File: src/rtl/dma_pp_pkg.sv
package dma_pp_pkg;
  typedef enum logic [1:0] {
    XF_NONE     = 2'b00,
    XF_ADC_CLK  = 2'b01,
    XF_DAC_CLK  = 2'b10,
    XF_ADC_SCAN = 2'b11
  } xfer_mode_e;

  localparam int unsigned CH_COUNT = 2;
  localparam int unsigned CH_W     = 1;
endpackage

File: src/rtl/dma_pp_slot.sv
module dma_pp_slot (
  input  logic clk,
  input  logic rst,
  input  logic arm,
  input  logic run,
  input  logic to_mem,
  input  logic sample_i,
  input  logic ack_hit,
  input  logic clear_i,
  output logic want_req,
  output logic err_q
);
  logic full_q;
  logic full_d;
  logic err_evt;

  always_comb begin
    full_d = full_q;
    if (arm) begin
      full_d = 1'b0;
    end else if (run) begin
      if (to_mem) full_d = (full_q & ~ack_hit) | sample_i;
      else        full_d = (full_q | ack_hit) & ~sample_i;
    end
  end

  assign err_evt  = run & sample_i & (to_mem ? (full_q & ~ack_hit) : ~full_q);
  assign want_req = run & (to_mem ? full_q : ~full_q);

  always_ff @(posedge clk) begin
    if (rst) begin
      full_q <= 1'b0;
      err_q  <= 1'b0;
    end else begin
      full_q <= full_d;
      if (err_evt)      err_q <= 1'b1;
      else if (clear_i) err_q <= 1'b0;
    end
  end

  a_r9_overrun: assert property (@(posedge clk) disable iff (rst)
    (run && to_mem && sample_i && full_q && !ack_hit) |=> err_q);
  a_r10_late: assert property (@(posedge clk) disable iff (rst)
    (run && !to_mem && sample_i && !full_q) |=> err_q);
  a_r11_err_clear: assert property (@(posedge clk) disable iff (rst)
    (clear_i && !(run && sample_i)) |=> !err_q);
endmodule

File: src/rtl/dma_pp_seq.sv
module dma_pp_seq (
  input  logic clk,
  input  logic rst,
  input  logic arm,
  input  logic tc_hit,
  input  logic chain_en,
  input  logic clear_i,
  input  logic irq_ack_i,
  output logic busy_q,
  output logic active_q,
  output logic done_q,
  output logic irq_q
);
  logic do_switch;
  logic do_end;

  assign do_switch = tc_hit & chain_en;
  assign do_end    = tc_hit & ~chain_en;

  always_ff @(posedge clk) begin
    if (rst) begin
      busy_q   <= 1'b0;
      active_q <= 1'b0;
      done_q   <= 1'b0;
      irq_q    <= 1'b0;
    end else begin
      if (arm)         busy_q <= 1'b1;
      else if (do_end) busy_q <= 1'b0;

      if (arm)            active_q <= 1'b0;
      else if (do_switch) active_q <= ~active_q;

      if (do_end)       done_q <= 1'b1;
      else if (clear_i) done_q <= 1'b0;

      if (do_switch)      irq_q <= 1'b1;
      else if (irq_ack_i) irq_q <= 1'b0;
    end
  end

  a_r6_toggle: assert property (@(posedge clk) disable iff (rst)
    (do_switch && !arm) |=> (active_q != $past(active_q)) && busy_q);
  a_r7_sticky: assert property (@(posedge clk) disable iff (rst)
    (irq_q && !irq_ack_i) |=> irq_q);
  a_r8_end: assert property (@(posedge clk) disable iff (rst)
    (do_end && !arm) |=> !busy_q && done_q && $stable(active_q));
endmodule

File: src/rtl/dma_pp_reqdec.sv
module dma_pp_reqdec
  import dma_pp_pkg::*;
(
  input  logic                clk,
  input  logic                rst,
  input  logic                want_req,
  input  logic                active,
  input  logic [CH_COUNT-1:0] ack_i,
  input  logic [CH_COUNT-1:0] tc_i,
  output logic [CH_COUNT-1:0] req,
  output logic                ack_hit,
  output logic                tc_hit
);
  for (genvar c = 0; c < CH_COUNT; c++) begin : g_ch
    assign req[c] = want_req & (active == CH_W'(c));
  end

  assign ack_hit = |(ack_i & req);
  assign tc_hit  = |(ack_i & tc_i & req);

  a_r5_onehot: assert property (@(posedge clk) disable iff (rst) $onehot0(req));
  a_r13_tc_needs_req: assert property (@(posedge clk) disable iff (rst)
    tc_hit |-> ack_hit);
endmodule

File: src/rtl/dma_pingpong_ctrl.sv
module dma_pingpong_ctrl
  import dma_pp_pkg::*;
(
  input  logic                clk,
  input  logic                rst,
  input  logic [1:0]          xfer_mode_i,
  input  logic                chain_en_i,
  input  logic                start_i,
  input  logic                clear_i,
  input  logic                irq_ack_i,
  input  logic                sample_i,
  input  logic [CH_COUNT-1:0] ack_i,
  input  logic [CH_COUNT-1:0] tc_i,
  output logic [CH_COUNT-1:0] req_o,
  output logic                active_o,
  output logic                busy_o,
  output logic                done_o,
  output logic                err_o,
  output logic                irq_o
);
  xfer_mode_e mode_q;
  logic arm, to_mem, want_req, ack_hit, tc_hit;
  logic busy_q, active_q;

  assign arm    = start_i & ~busy_q & (xfer_mode_e'(xfer_mode_i) != XF_NONE);
  assign to_mem = (mode_q != XF_DAC_CLK);

  always_ff @(posedge clk) begin
    if (rst)      mode_q <= XF_NONE;
    else if (arm) mode_q <= xfer_mode_e'(xfer_mode_i);
  end

  dma_pp_slot i_slot (
    .clk(clk), .rst(rst), .arm(arm), .run(busy_q), .to_mem(to_mem),
    .sample_i(sample_i), .ack_hit(ack_hit), .clear_i(clear_i),
    .want_req(want_req), .err_q(err_o)
  );

  dma_pp_seq i_seq (
    .clk(clk), .rst(rst), .arm(arm), .tc_hit(tc_hit), .chain_en(chain_en_i),
    .clear_i(clear_i), .irq_ack_i(irq_ack_i), .busy_q(busy_q),
    .active_q(active_q), .done_q(done_o), .irq_q(irq_o)
  );

  dma_pp_reqdec i_dec (
    .clk(clk), .rst(rst), .want_req(want_req), .active(active_q),
    .ack_i(ack_i), .tc_i(tc_i), .req(req_o), .ack_hit(ack_hit), .tc_hit(tc_hit)
  );

  assign busy_o   = busy_q;
  assign active_o = active_q;

  a_r2_idle_mode: assert property (@(posedge clk) disable iff (rst)
    (!busy_o && xfer_mode_i == 2'b00) |=> !busy_o);
  a_r2_busy_hold: assert property (@(posedge clk) disable iff (rst)
    (busy_o && req_o == '0) |=> $stable(active_o));
  a_r5_match: assert property (@(posedge clk) disable iff (rst)
    (req_o != '0) |-> req_o[active_o]);
endmodule

File: config.mk
export PLATFORM = sky130hd
export DESIGN_NAME = dma_pingpong_ctrl
export DESIGN_NICKNAME = d
export VERILOG_FILES = /design/src/rtl/dma_pp_pkg.sv /design/src/rtl/dma_pp_slot.sv /design/src/rtl/dma_pp_seq.sv /design/src/rtl/dma_pp_reqdec.sv /design/src/rtl/dma_pingpong_ctrl.sv
export SDC_FILE = /design/constraint.sdc
export NUM_CORES = 1
export LEC_CHECK = 0
export BUFFER_PORTS_ARGS = -buffer_cell sky130_fd_sc_hd__buf_2
export CAP_MARGIN = 20
export CELL_PAD_IN_SITES_DETAIL_PLACEMENT = 1
export CELL_PAD_IN_SITES_GLOBAL_PLACEMENT = 2
export CORE_UTILIZATION = 22
export DETAILED_ROUTE_END_ITERATION = 10
export GPL_TIMING_DRIVEN = 0
export PLACE_DENSITY_LB_ADDON = 0.1
export SETUP_SLACK_MARGIN = 0.5
export SYNTH_ARGS = -nofsm -noshare
export SYNTH_HDL_FRONTEND = slang
export SYNTH_SLANG_ARGS = --single-unit
File: constraint.sdc
create_clock -name clk -period 1.9 [get_ports clk]
set_input_delay 0.57 -clock clk [delete_from_list [all_inputs] [get_ports clk]]
set_output_delay 0.57 -clock clk [all_outputs]
set_load 0.03 [all_outputs]
==> results.yml <==
status:
  outcome: "complete, but fails checks"
  violations: "negative setup slack"
die:
  core_mm2: 0.00175
  start_util: 0.237
  die-width_um: 45.4
  die_y_um: 45.4
  pin_count: 20
  die_area_mm2: 0.00206
  num_rows: 15
synth:
  synth_common_cells: "dfxtp_1 (8), a21oi_1 (7), nand2_1 (6)"
  synth_edf_count: 0
  yosysWarnings: 0
  syn_nets: 62
  synth_area_um2: 414
  synth-seq-cells: 8
  synthFlopType: "dfxtp_1"
  synth_cell_types: 20
  synth_compound_area_frac: 0.202
  avgSynthCellArea_um2: 8.45
  seq_area_frac_synth: 0.387
  synth-async-reset-ratio: 0
  yosysMostFrequentCell: "dfxtp_1"
  synth_xor_area_frac: 0
  yosys-top-cells-area: "dfxtp_1 (39%), a21oi_1 (8.5%), nand2b_1 (6.0%)"
  synth-simple-area-share: 0.323
  netlist_instances: 49
  synth_top_area_cell: "dfxtp_1"
  synth_mux_area_frac: 0.0785
  synth_top_area_share: 0.387
  synth_top_family_by_area: "simple AND/OR/NAND/NOR gates"
  synth_adder_area_share: 0
global_route:
  track_usage: 0.129
  grt_pass1_vias: 426
  grt_start_max_net_pins: 8
  overflow: 0
  antenna_found_initial: 0
  grt_pass1_wl_um: 1850
finish:
  final_core_util: 0.353
  drive_above_1_share: 0.473
  seqCellArea_um2: 168
  area_growth_pct: 48.9
  multi_input_comb_area_um2: 263
  final_cell_area_um2: 617
  insertedDiodeCount: 0
  fillers: 224
  nNetsFinal: 88
critical_path:
  path_class: "reg -> out"
  worstPathMaxFanout: 3
  start_kind: "flip-flop"
  path_buf_inv: 1
  critPathMaxStageDelay_ns: 0.33
  arrival_ns: 1.36
  slowest_stage: "mux2_4"
  cp_cell_sequence: "nor2b_4 > mux2_4 > and2_4 > buf_6"
  reg2reg_from: "mode_q[1]$_SDFFE_PP0P_"
  required_ns: 1.33
  end_kind: "output pin"
  path_delay_family: "simple AND/OR/NAND/NOR gates"
  cp-startpoint: "mode_q[1]$_SDFFE_PP0P_"
flow_run:
  max_cap_violations: 0
power_and_ir_drop:
  ir_drop_mv: 0.237
  p_per_area_mw_per_mm2: 635
  p_leak_uw: 0.000258
clock_tree:
  clkLatencyLatePin_ns: 0.25
  cts_tree: "yes"
  ctsHoldBuffers: 0
  clock_path_buffers: 2
  cts_sinks: 8
  clk_pin_slew_ns: 0.06
  cts_root_buf: "clkbuf_4"
  cts_buffers: 3
  cts_max_level: 1
timing:
  finalHoldViolations: 0
  skew_ns: 0.00457
  setup_ws_ns: -0.0313
  slew_viol_final: 0
  worst_pin_slew_ns: 0.304
  fmax_ghz: 0.518
  rsz0062_at_grt: "yes"
  finalCritPeriodShare: 1.02
  whs_ns: 0.456
  setup_violations: 2
  slew_headroom: 0.793
  min_period_ns: 1.93
placed_design:
  hpwl_um: 877
  dp_slack_ns: 0.143
  routabilityCongestion: 0.684
  io_buffers: 19
  dpl_cell_area_um2: 553
detailed_routing:
  antenna_left: 0
  via_count: 440
  drt_pass1_iterations: 4
  dr.first_iter.drc_count: 2
  wl_um: 1150
  wire_per_inst_um: 11.6
  drc_errors: 0
  vias_per_cell: 4.44
worst_hold_path:
  hp-class: "reg -> reg"
  min_from: "mode_q[1]$_SDFFE_PP0P_"
## cells by family (layout without fill, tap and decap cells)
family	Yosys count	in the layout
AND/OR/NAND/NOR	23	23
multiplexers	3	3
flip-flops	8	8
AO/OA/AOI/OAI	14	14
buffers and inverters	1	26
## repair_timing
| action | CTS | global route |
|---|---|---|
| pin swaps | 1 | 0 |
| resized for setup | 8 | 1 |
| endpoints found under the setup margin | 4 | 4 |
| buffers inserted | 2 | 0 |
| gates cloned | 0 | 0 |
## tightest hold or removal path, stage by stage, from the launching register on
cell,delay [ns]
dfxtp_2,0.32
nand2_1,0.05
a21oi_1,0.05
## flip-flops by register name (all words and copies together) (netlist names)
signal,count
i_seq.active_q,1
i_slot.full_q,1
i_seq.busy_q,1
i_slot.err_q,1
i_seq.irq_q,1
mode_q,2
i_seq.done_q,1
## metrics by stage
step                      instances  total power [uW]  TNS, ns
after global routing             99               417   -0.178
after CTS                        99               401  -0.0714
final                            99               392  -0.0361
after global placement           93               246        0
after detailed placement         93               247        0
after floorplan                  49               219        0
## per-layer routing
metal / vias up / GRT usage / share of wire
met3: 0 / 0.0675 / 0.071
met2: 18 / 0.209 / 0.45
li1: 227 / - / -
met5: - / 0 / 0
met4: 0 / 0.0182 / 0
met1: 195 / 0.155 / 0.47
## layout make-up
class | count | share of cell area
Timing Repair Buffer | 21 | 0.203
Multi-Input combinational cell | 40 | 0.426
Sequential cell | 8 | 0.272
Tap cell | 25 | 0.0507
Inverter | 1 | 0.00609
Clock buffer | 4 | 0.0426
## path summary, 6_finish.rpt
check	end	slack (ns)	depth (start not counted)
max	req_o[1]	-0.03	4
min	mode_q[1]$_SDFFE_PP0P_	0.46	2
max reg2reg	i_slot.err_q$_SDFFE_PP0P_	0.64	5
min reg2reg	mode_q[1]$_SDFFE_PP0P_	0.46	2
## power breakdown
group / switching (uW) / internal [uW] / leakage (uW)
Clock: 61.0 / 80.5 / 0.0000150
Combinational: 35.0 / 34.0 / 0.000176
Sequential: 6.74 / 175 / 0.0000671
Total: 103 / 289 / 0.000258
## cell usage in the layout, fill, tap and decap left out, drive strengths merged, types with 2 or more instances in the layout
| cell type | instances |
|---|---|
| nand3b | 2 |
| dfxtp | 8 |
| o21ai | 3 |
| and2 | 2 |
| nand3 | 3 |
| a21oi | 7 |
| nor2b | 2 |
| clkbuf | 4 |
| nand2 | 6 |
| nor2 | 2 |
| buf | 21 |
| nand2b | 4 |
| mux2 | 2 |
(Power assumes the default switching activity.)
